`src/rtl/qenc_pkg.sv`:
```
package qenc_pkg;
  localparam int ADDR_W  = 3;
  localparam int DATA_W  = 32;
  localparam int NUM_IRQ = 5;
  localparam int CTRL_W  = 5;

  // status bit positions
  localparam int IRQ_WDOG    = 0;
  localparam int IRQ_WRAP_DN = 1;
  localparam int IRQ_WRAP_UP = 2;
  localparam int IRQ_DIR     = 3;
  localparam int IRQ_PERR    = 4;

  typedef enum logic [ADDR_W-1:0] {
    A_CTRL  = 3'd0,
    A_COUNT = 3'd1,
    A_CEIL  = 3'd2,
    A_STAT  = 3'd3,
    A_MASK  = 3'd4
  } reg_addr_e;

  // packed: last member is bit 0
  typedef struct packed {
    logic [1:0] gate;
    logic       idx_rst;
    logic       swap;
    logic       en;
  } ctrl_t;

  typedef enum logic [1:0] {
    STEP_NONE = 2'd0,
    STEP_UP   = 2'd1,
    STEP_ERR  = 2'd2,
    STEP_DOWN = 2'd3
  } step_e;
endpackage

```
`src/rtl/qenc_sync.sv`:
```
module qenc_sync #(
  parameter int W      = 1,
  parameter int STAGES = 2
) (
  input  logic         clk,
  input  logic         rst_n,
  input  logic [W-1:0] d,
  output logic [W-1:0] q
);
  logic [STAGES-1:0][W-1:0] stg_q;

  always_ff @(posedge clk or negedge rst_n) begin
    if (!rst_n) stg_q <= '0;
    else        stg_q <= {stg_q[STAGES-2:0], d};
  end

  assign q = stg_q[STAGES-1];
endmodule

```
`src/rtl/qenc_phase_decode.sv`:
```
module qenc_phase_decode
  import qenc_pkg::*;
(
  input  logic       clk,
  input  logic       rst_n,
  input  logic       a_s,
  input  logic       b_s,
  input  logic       idx_s,
  input  logic       swap,
  input  logic [1:0] gate,
  output step_e      step,
  output logic       idx_hit
);
  logic a_p, b_p, idx_p;
  logic a_now, b_now, a_old, b_old;
  logic [1:0] pos_now, pos_old, delta;

  always_ff @(posedge clk or negedge rst_n) begin
    if (!rst_n) begin
      a_p   <= 1'b0;
      b_p   <= 1'b0;
      idx_p <= 1'b0;
    end else begin
      a_p   <= a_s;
      b_p   <= b_s;
      idx_p <= idx_s;
    end
  end

  always_comb begin
    a_now = swap ? b_s : a_s;
    b_now = swap ? a_s : b_s;
    a_old = swap ? b_p : a_p;
    b_old = swap ? a_p : b_p;
    // Gray position: 00->0, 10->1, 11->2, 01->3
    pos_now = {b_now, a_now ^ b_now};
    pos_old = {b_old, a_old ^ b_old};
    delta   = pos_now - pos_old;
    step    = step_e'(delta);
    idx_hit = idx_s && !idx_p && ({a_now, b_now} == gate);
  end
endmodule

```
`src/rtl/qenc_position.sv`:
```
module qenc_position
  import qenc_pkg::*;
#(
  parameter int CNT_W       = 16,
  parameter int WDOG_CYCLES = 64
) (
  input  logic               clk,
  input  logic               rst_n,
  input  logic               en,
  input  logic               idx_rst_en,
  input  step_e              step,
  input  logic               idx_hit,
  input  logic [CNT_W-1:0]   ceiling,
  output logic [CNT_W-1:0]   count,
  output logic               dir_up,
  output logic [NUM_IRQ-1:0] evt
);
  localparam int WD_W = $clog2(WDOG_CYCLES + 1);
  localparam logic [WD_W-1:0] WD_LIM = WD_W'(WDOG_CYCLES);

  logic [CNT_W-1:0] count_q, count_d;
  logic             dir_q, dir_d;
  logic [WD_W-1:0]  wd_q, wd_d;
  logic             step_ok, idx_act;

  always_comb begin
    count_d = count_q;
    dir_d   = dir_q;
    wd_d    = wd_q;
    evt     = '0;
    step_ok = (step == STEP_UP) || (step == STEP_DOWN);
    idx_act = idx_hit && idx_rst_en;
    if (en) begin
      if (step_ok) begin
        wd_d = '0;
      end else if (wd_q != WD_LIM) begin
        wd_d = wd_q + 1'b1;
        if (wd_q == WD_LIM - 1'b1) evt[IRQ_WDOG] = 1'b1;
      end
      if (step_ok) begin
        dir_d = (step == STEP_UP);
        if (dir_d != dir_q) evt[IRQ_DIR] = 1'b1;
      end
      if (step == STEP_ERR) evt[IRQ_PERR] = 1'b1;
      if (idx_act) begin
        count_d = '0;
        if (dir_q) evt[IRQ_WRAP_UP] = 1'b1;
        else       evt[IRQ_WRAP_DN] = 1'b1;
      end else if (step == STEP_UP) begin
        if (count_q >= ceiling) begin
          count_d = '0;
          evt[IRQ_WRAP_UP] = 1'b1;
        end else begin
          count_d = count_q + 1'b1;
        end
      end else if (step == STEP_DOWN) begin
        if (count_q == '0) begin
          count_d = ceiling;
          evt[IRQ_WRAP_DN] = 1'b1;
        end else begin
          count_d = count_q - 1'b1;
        end
      end
    end else begin
      wd_d = '0;
    end
  end

  always_ff @(posedge clk or negedge rst_n) begin
    if (!rst_n) begin
      count_q <= '0;
      dir_q   <= 1'b1;
    end else if (en) begin
      count_q <= count_d;
      dir_q   <= dir_d;
    end
  end

  always_ff @(posedge clk or negedge rst_n) begin
    if (!rst_n) wd_q <= '0;
    else        wd_q <= wd_d;
  end

  assign count  = count_q;
  assign dir_up = dir_q;


  disabled_hold_chk: assert property (@(posedge clk) disable iff (!rst_n)
    !en |=> ($stable(count_q) && $stable(dir_q)));


  phase_err_hold_chk: assert property (@(posedge clk) disable iff (!rst_n)
    (en && step == STEP_ERR && !idx_act) |=> $stable(count_q));


  step_size_chk: assert property (@(posedge clk) disable iff (!rst_n)
    (en && step_ok && !idx_act) |=>
      (count_q == CNT_W'($past(count_q) + 1'b1)) ||
      (count_q == CNT_W'($past(count_q) - 1'b1)) ||
      (count_q == '0) || (count_q == $past(ceiling)));


  wdog_once_chk: assert property (@(posedge clk) disable iff (!rst_n)
    evt[IRQ_WDOG] |=> !evt[IRQ_WDOG]);
endmodule

```
`src/rtl/qenc_counter.sv`:
```
module qenc_counter
  import qenc_pkg::*;
#(
  parameter int CNT_W       = 16,
  parameter int WDOG_CYCLES = 64
) (
  input  logic              clk,
  input  logic              rst_n,
  input  logic              phase_a,
  input  logic              phase_b,
  input  logic              index_in,
  input  logic              reg_we,
  input  logic [ADDR_W-1:0] reg_addr,
  input  logic [DATA_W-1:0] reg_wdata,
  output logic [DATA_W-1:0] reg_rdata,
  output logic [CNT_W-1:0]  count_o,
  output logic              dir_up,
  output logic              irq
);
  logic rst_core_n;
  logic [2:0] in_s;
  step_e step;
  logic idx_hit;
  logic [NUM_IRQ-1:0] evt;

  ctrl_t              ctrl_q, ctrl_d;
  logic [CNT_W-1:0]   ceil_q, ceil_d;
  logic [NUM_IRQ-1:0] stat_q, stat_d, mask_q, mask_d, clr;
  logic wr_ctrl, wr_ceil, wr_stat, wr_mask;
  logic unused_wdata_bits;

  assign unused_wdata_bits = ^reg_wdata[DATA_W-1:CNT_W];

  qenc_sync #(.W(1), .STAGES(2)) i_rst_sync (
    .clk(clk), .rst_n(rst_n), .d(1'b1), .q(rst_core_n));

  qenc_sync #(.W(3), .STAGES(2)) i_in_sync (
    .clk(clk), .rst_n(rst_core_n),
    .d({index_in, phase_b, phase_a}), .q(in_s));

  qenc_phase_decode i_decode (
    .clk(clk), .rst_n(rst_core_n),
    .a_s(in_s[0]), .b_s(in_s[1]), .idx_s(in_s[2]),
    .swap(ctrl_q.swap), .gate(ctrl_q.gate),
    .step(step), .idx_hit(idx_hit));

  qenc_position #(.CNT_W(CNT_W), .WDOG_CYCLES(WDOG_CYCLES)) i_position (
    .clk(clk), .rst_n(rst_core_n),
    .en(ctrl_q.en), .idx_rst_en(ctrl_q.idx_rst),
    .step(step), .idx_hit(idx_hit), .ceiling(ceil_q),
    .count(count_o), .dir_up(dir_up), .evt(evt));

  always_comb begin
    wr_ctrl = reg_we && (reg_addr == A_CTRL);
    wr_ceil = reg_we && (reg_addr == A_CEIL);
    wr_stat = reg_we && (reg_addr == A_STAT);
    wr_mask = reg_we && (reg_addr == A_MASK);

    ctrl_d = ctrl_q;
    if (wr_ctrl) begin
      if (ctrl_q.en) ctrl_d.en = reg_wdata[0];
      else           ctrl_d    = ctrl_t'(reg_wdata[CTRL_W-1:0]);
    end
    ceil_d = (wr_ceil && !ctrl_q.en) ? reg_wdata[CNT_W-1:0] : ceil_q;
    clr    = wr_stat ? reg_wdata[NUM_IRQ-1:0] : '0;
    stat_d = (stat_q & ~clr) | evt;
    mask_d = wr_mask ? reg_wdata[NUM_IRQ-1:0] : mask_q;
  end

  always_ff @(posedge clk or negedge rst_core_n) begin
    if (!rst_core_n) begin
      ctrl_q <= '0;
      ceil_q <= '1;
      stat_q <= '0;
      mask_q <= '1;
    end else begin
      if (wr_ctrl) ctrl_q <= ctrl_d;
      if (wr_ceil) ceil_q <= ceil_d;
      stat_q <= stat_d;
      if (wr_mask) mask_q <= mask_d;
    end
  end

  always_comb begin
    case (reg_addr)
      A_CTRL:  reg_rdata = DATA_W'(ctrl_q);
      A_COUNT: reg_rdata = DATA_W'(count_o);
      A_CEIL:  reg_rdata = DATA_W'(ceil_q);
      A_STAT:  reg_rdata = DATA_W'(stat_q);
      A_MASK:  reg_rdata = DATA_W'(mask_q);
      default: reg_rdata = '0;
    endcase
  end

  assign irq = |(stat_q & ~mask_q);


  ceil_lock_chk: assert property (@(posedge clk) disable iff (!rst_core_n)
    ctrl_q.en |=> $stable(ceil_q));


  ctrl_lock_chk: assert property (@(posedge clk) disable iff (!rst_core_n)
    ctrl_q.en |=> (ctrl_q[CTRL_W-1:1] == $past(ctrl_q[CTRL_W-1:1])));


  stat_sticky_chk: assert property (@(posedge clk) disable iff (!rst_core_n)
    !(reg_we && reg_addr == A_STAT) |=> ((stat_q & $past(stat_q)) == $past(stat_q)));
endmodule

```
`config.mk`:
```
export PLATFORM = sky130hd
export DESIGN_NAME = qenc_counter
export DESIGN_NICKNAME = d
export VERILOG_FILES = /design/src/rtl/qenc_pkg.sv /design/src/rtl/qenc_sync.sv /design/src/rtl/qenc_phase_decode.sv /design/src/rtl/qenc_position.sv /design/src/rtl/qenc_counter.sv
export SDC_FILE = /design/constraint.sdc
export NUM_CORES = 1
export LEC_CHECK = 0
export BUFFER_PORTS_ARGS = -buffer_cell sky130_fd_sc_hd__buf_2
export CORE_ASPECT_RATIO = 2
export CORE_MARGIN = 3
export CORE_UTILIZATION = 50
export CTS_CLUSTER_SIZE = 25
export DETAILED_ROUTE_END_ITERATION = 6
export GPL_ROUTABILITY_DRIVEN = 0
export HOLD_SLACK_MARGIN = 0.06
export PLACE_DENSITY = 0.73
export SLEW_MARGIN = 5
export SYNTH_ARGS = -nofsm -noshare
export SYNTH_HDL_FRONTEND = slang
export SYNTH_HIERARCHICAL = 1
export SYNTH_SLANG_ARGS = --single-unit
```
`constraint.sdc`:
```
create_clock -name clk -period 3.9 [get_ports clk]
set_input_delay 0.195 -clock clk [delete_from_list [all_inputs] [get_ports clk]]
set_output_delay 0.195 -clock clk [all_outputs]
set_load 0.005 [all_outputs]
```
==> impl_summary.md <==
Run status
The flow ran to the end, and the final reports show no timing, DRC or antenna violations.

Final layout
The library cells used most frequently in the layout, excluding fill and tap cells, are 58 x sky130_fd_sc_hd__buf_2, 43 x sky130_fd_sc_hd__dfrtp_1, 40 x sky130_fd_sc_hd__nand2_1. After the last flow step, the layout net total stands at 626. Leaving out fill and tap cells, the most frequent cell in the layout is sky130_fd_sc_hd__buf_2. The ratio of cells with drive above 1 in the final layout is 0.273. From synthesis to final layout, the design area changed by 11.3%. The antenna cell count is 0. The number of inserted filler cells in the final layout is 812.

Setup path
STA puts the critical path data required time at between 4 and 5 ns. The maximum fanout count along the critical path is 13. The startpoint kind of the worst setup timing path is a flop.

The largest incremental delay on the critical path is 0.89 ns. STA classifies the critical path endpoint as a flop. On the critical path, the stage with the largest delay is an instance of sky130_fd_sc_hd__o21ai_0.

The path type of the worst setup path is reg2reg. Data arrives at the worst endpoint at approximately 3.2 ns. The signal on the critical path passes through inv_1 > ha_1 > nand4_1 > nor2_1 > nand3b_1 > and4_1 > o21ai_0 > o221ai_1.

Min path
The worst min-delay path category is in2reg.

Power
The relative contribution of the clock network to total power is 0.218. The maximum ir drop on the vdd rail is ~0.00038 V. Of the total power, the share spent switching nets is 0.415. The power density normalized to cell area is between 600 and 700 nW/um2. The leakage power is ~2.4 nW. The relative contribution of combinational cells to total power is 0.416. The reported net switching power is between 1 and 1.5 mW. Of the total power, registers draw 0.366. Internal power comes to a little under 2 mW.

GRT
The number of antenna violations at the first check in global routing is 0. Across every metal layer, demand over resource in global routing totals 0.265. Entering global routing, the biggest net connects 40 pins.

In the global route stage, met2 resource usage came out at 0.466. The peak-usage layer in the global routing report is met2. The number of global-route vias before repair is about 4200. The global routing met1 resource utilization is 0.260. The global routing met3 resource utilization is 0.0508.

The final global-route overflow total is 0. The first global-routing pass estimated around 21000 um of wire.

Clock network
After clock tree synthesis, the clock-pin slew on the worst setup and hold paths is ~0.05 ns. The number of gates resized after cts is 0. In this run, CTS created clock tree buffers numbering 9.

After clock tree synthesis, the setup repair step added 0 buffers. TritonCTS built the clock tree. Clock tree synthesis selected as its root buffer the cell sky130_fd_sc_hd__clkbuf_16. The clock latency on the worst-skew pair is ~0.33 ns. The count of clock tree sinks is between 60 and 70. The maximum count of clock buffers along a single path is 2. The H-tree depth is 3.

Floorplanning
The floorplan die width is roughly 75 um. Measured along the y axis, the die boundary spans 144 um. For this configuration, the core starts out at a cell density of 0.522. between 90 and 100 I/O pins were placed. The area inside the core boundary is 9140 um2. The floorplan step defined a die boundary enclosing roughly 11000 um2. The number of rows in the core area is 49.

Logic synthesis
The area fraction of the dominant cell type after synthesis is 0.231. The register area share after synthesis is 0.352. Of all flip-flops after synthesis, the portion carrying an async set or reset was 1.00.

For this run, the number of Yosys warnings is 6. The leading register cell type out of synthesis is sky130_fd_sc_hd__dfrtp_1. Counting flops with a built-in enable in the synthesized netlist gives 0. The mean instance size in the synthesized netlist is between 9 and 10 um2. Synthesis produced between 500 and 600 cells. Counting distinct cell types in the post-synthesis netlist gives between 70 and 80. In the post-synthesis netlist, the biggest area contributors are sky130_fd_sc_hd__dfrtp_1 23%, sky130_fd_sc_hd__dfstp_2 12%, sky130_fd_sc_hd__ha_1 5.8%. The synthesized netlist occupies a cell area of between 4000 and 5000 um2. The post-synthesis cell type with the largest combined area is sky130_fd_sc_hd__dfrtp_1. The number of flip-flops and latches in the synthesized netlist is 66.

Place
Detailed placement ended at an HPWL of about 10000 um. At the placement stage, the worst setup path has a slack of a little under 0.9 ns. In this run the tool buffered the top-level ports with 58 buffer cells.

Timing
Setup violations remaining at the end of the flow were counted as 0. In the finished design, the share of the clock period the worst path needs comes to 0.790. Clock skew on the completed layout was measured at 0.00493 ns. For the pin with the worst max-slew slack, the measured transition is approximately 1.3 ns. The minimum period implied by the final worst setup slack is approximately 3.1 ns. The headroom to the max-slew limit is 0.101.

The setup total negative slack is 0 ns. Derived from the worst setup path, the maximum achievable clock frequency is between 0.3 and 0.4 GHz. The number of slew-limit violations in the final report is 0.

After layout, the worst setup slack is between 0.8 and 0.9 ns. Setup repair after global routing left no endpoint under its margin. The number of hold-slack violations in the final timing report was 0.

Drt
The wire length after detailed routing is 13600 um. For this block, the via count after detailed routing is 4255. After detailed routing, the number of vias per cell comes to about 6.4. The post-route DRC violation count is 0. The pre-antenna-repair detailed-routing pass consisted of 6 iterations. The remaining antenna violation count is 0. For this block, the initial DRC count from the detailed router was ~430.

The average detailed-routed wire length per instance is between 20 and 25 um.

Run
Max-cap violations in this run came to 0.
[flip-flops by register name, summed over array words and instances, names as in the netlist, 3 cells and up]
| signal | count |
|---|---|
| i_position/count | 16 |
| i_in_sync/stg_q | 3 |
| ceil_q | 16 |
| i_in_sync/q | 3 |
| ctrl_q | 5 |
| stat_q | 5 |
| mask_q | 5 |
| i_position/wd_q | 7 |
[cell usage after synthesis (5+ instances only)]
library cell               instances
sky130_fd_sc_hd__dfrtp_1          44
sky130_fd_sc_hd__nand2_1          40
sky130_fd_sc_hd__nor2_1           39
sky130_fd_sc_hd__inv_1            34
sky130_fd_sc_hd__dfstp_2          22
sky130_fd_sc_hd__ha_1             22
sky130_fd_sc_hd__mux2_2           22
sky130_fd_sc_hd__buf_4            20
sky130_fd_sc_hd__a22oi_1          19
sky130_fd_sc_hd__o21ai_0          19
sky130_fd_sc_hd__nand3_1          18
sky130_fd_sc_hd__clkbuf_1         15
sky130_fd_sc_hd__nor3_1           14
sky130_fd_sc_hd__a21oi_1          13
sky130_fd_sc_hd__mux2_4           11
sky130_fd_sc_hd__xor2_1           11
sky130_fd_sc_hd__nand4_1           9
sky130_fd_sc_hd__buf_2             8
sky130_fd_sc_hd__nor2b_1           8
sky130_fd_sc_hd__a31oi_1           6
sky130_fd_sc_hd__nor4_1            6
sky130_fd_sc_hd__o211ai_1          6
sky130_fd_sc_hd__a32oi_1           5
sky130_fd_sc_hd__and2_1            5
sky130_fd_sc_hd__nand2b_1          5
sky130_fd_sc_hd__o31ai_1           5
sky130_fd_sc_hd__xnor2_1           5
[cells by family (layout without fill, tap and decap cells)]
logic type,after synthesis,count (layout),synth area share
muxes,36,36,0.0928
and+or+nand+nor,180,180,0.211
buffers and inverters,82,119,0.0886
AOI/OAI and AO/OA,112,112,0.168
other,2,17,0.00157
adders and majority gates,22,22,0.0577
DFF,66,66,0.352
xor gates and xnor gates,16,16,0.0294
[layer usage]
| metal | vias to the layer above | part of all wire | wire [um] |
|---|---|---|---|
| li1 | 1934 | - | - |
| met1 | 2075 | 0.34 | 4600 |
| met2 | 182 | 0.53 | 7270 |
| met3 | 64 | 0.055 | 750 |
| met4 | 0 | 0.074 | 1010 |
| met5 | - | 0 | 0 |
[worst max-delay path: cells and delay by family (launching register included)]
family | cells | cell delay (ns)
simple gates | 4 | 0.86
compound gates | 2 | 1.11
fa+ha+maj | 1 | 0.30
buf+inv | 1 | 0.05
flops | 1 | 0.57
[stage by stage]
step,power [mW],cell area (um2),utilization,hold slack (ns),cells
after detailed placement,2.58,5000,0.548,-0.0187,650
final,3.34,5310,0.581,0.0885,670
after floorplan,2.16,4830,-,-0.101,531
after CTS,3.33,5310,0.581,0.0764,670
after global routing,3.57,5310,0.581,0.0848,670
after global placement,2.53,5000,0.548,-0.0193,650
[power by group through the flow]
stage          registers, mW  logic, mW  clock network [mW]
2_1_floorplan           1.07       1.09                   0
3_3_place_gp            1.21       1.32                   0
3_5_place_dp            1.22       1.36                   0
4_1_cts                 1.21       1.37               0.748
5_1_grt                 1.26       1.54               0.772
6_report                1.22       1.39               0.727
[area by class of cell]
| cell class | instances | area (um2) | area share |
|---|---|---|---|
| multi-input cells | 383 | 2730 | 0.513 |
| flip-flops and latches | 66 | 1680 | 0.316 |
| repair buffers | 69 | 383 | 0.0721 |
| clock buffers | 13 | 250 | 0.0471 |
| inverters | 34 | 128 | 0.0240 |
| well taps | 102 | 128 | 0.0240 |
| clock inverters | 3 | 15.0 | 0.00283 |
[repair_timing]
action                     4_1_cts  5_1_grt
hold endpoints to repair         5        0
setup endpoints to repair        0        0
hold buffers                     4        0
[final timing paths]
kind	from	end	slack, ns	depth (start not counted)
setup / recovery	ceil_q[13]	i_position/count[12]	0.82	8
hold / removal	reg_wdata[11]	ceil_q[11]	0.09	2
setup reg to reg	ceil_q[13]	i_position/count[12]	0.82	8
hold reg to reg	i_rst_sync/q	i_position/count[4]	0.29	0
max in group asynchronous	i_rst_sync/q	ceil_q[13]	2.64	1
min in group asynchronous	rst_n	i_rst_sync/q	0.17	2
(Power assumes the default switching activity.)
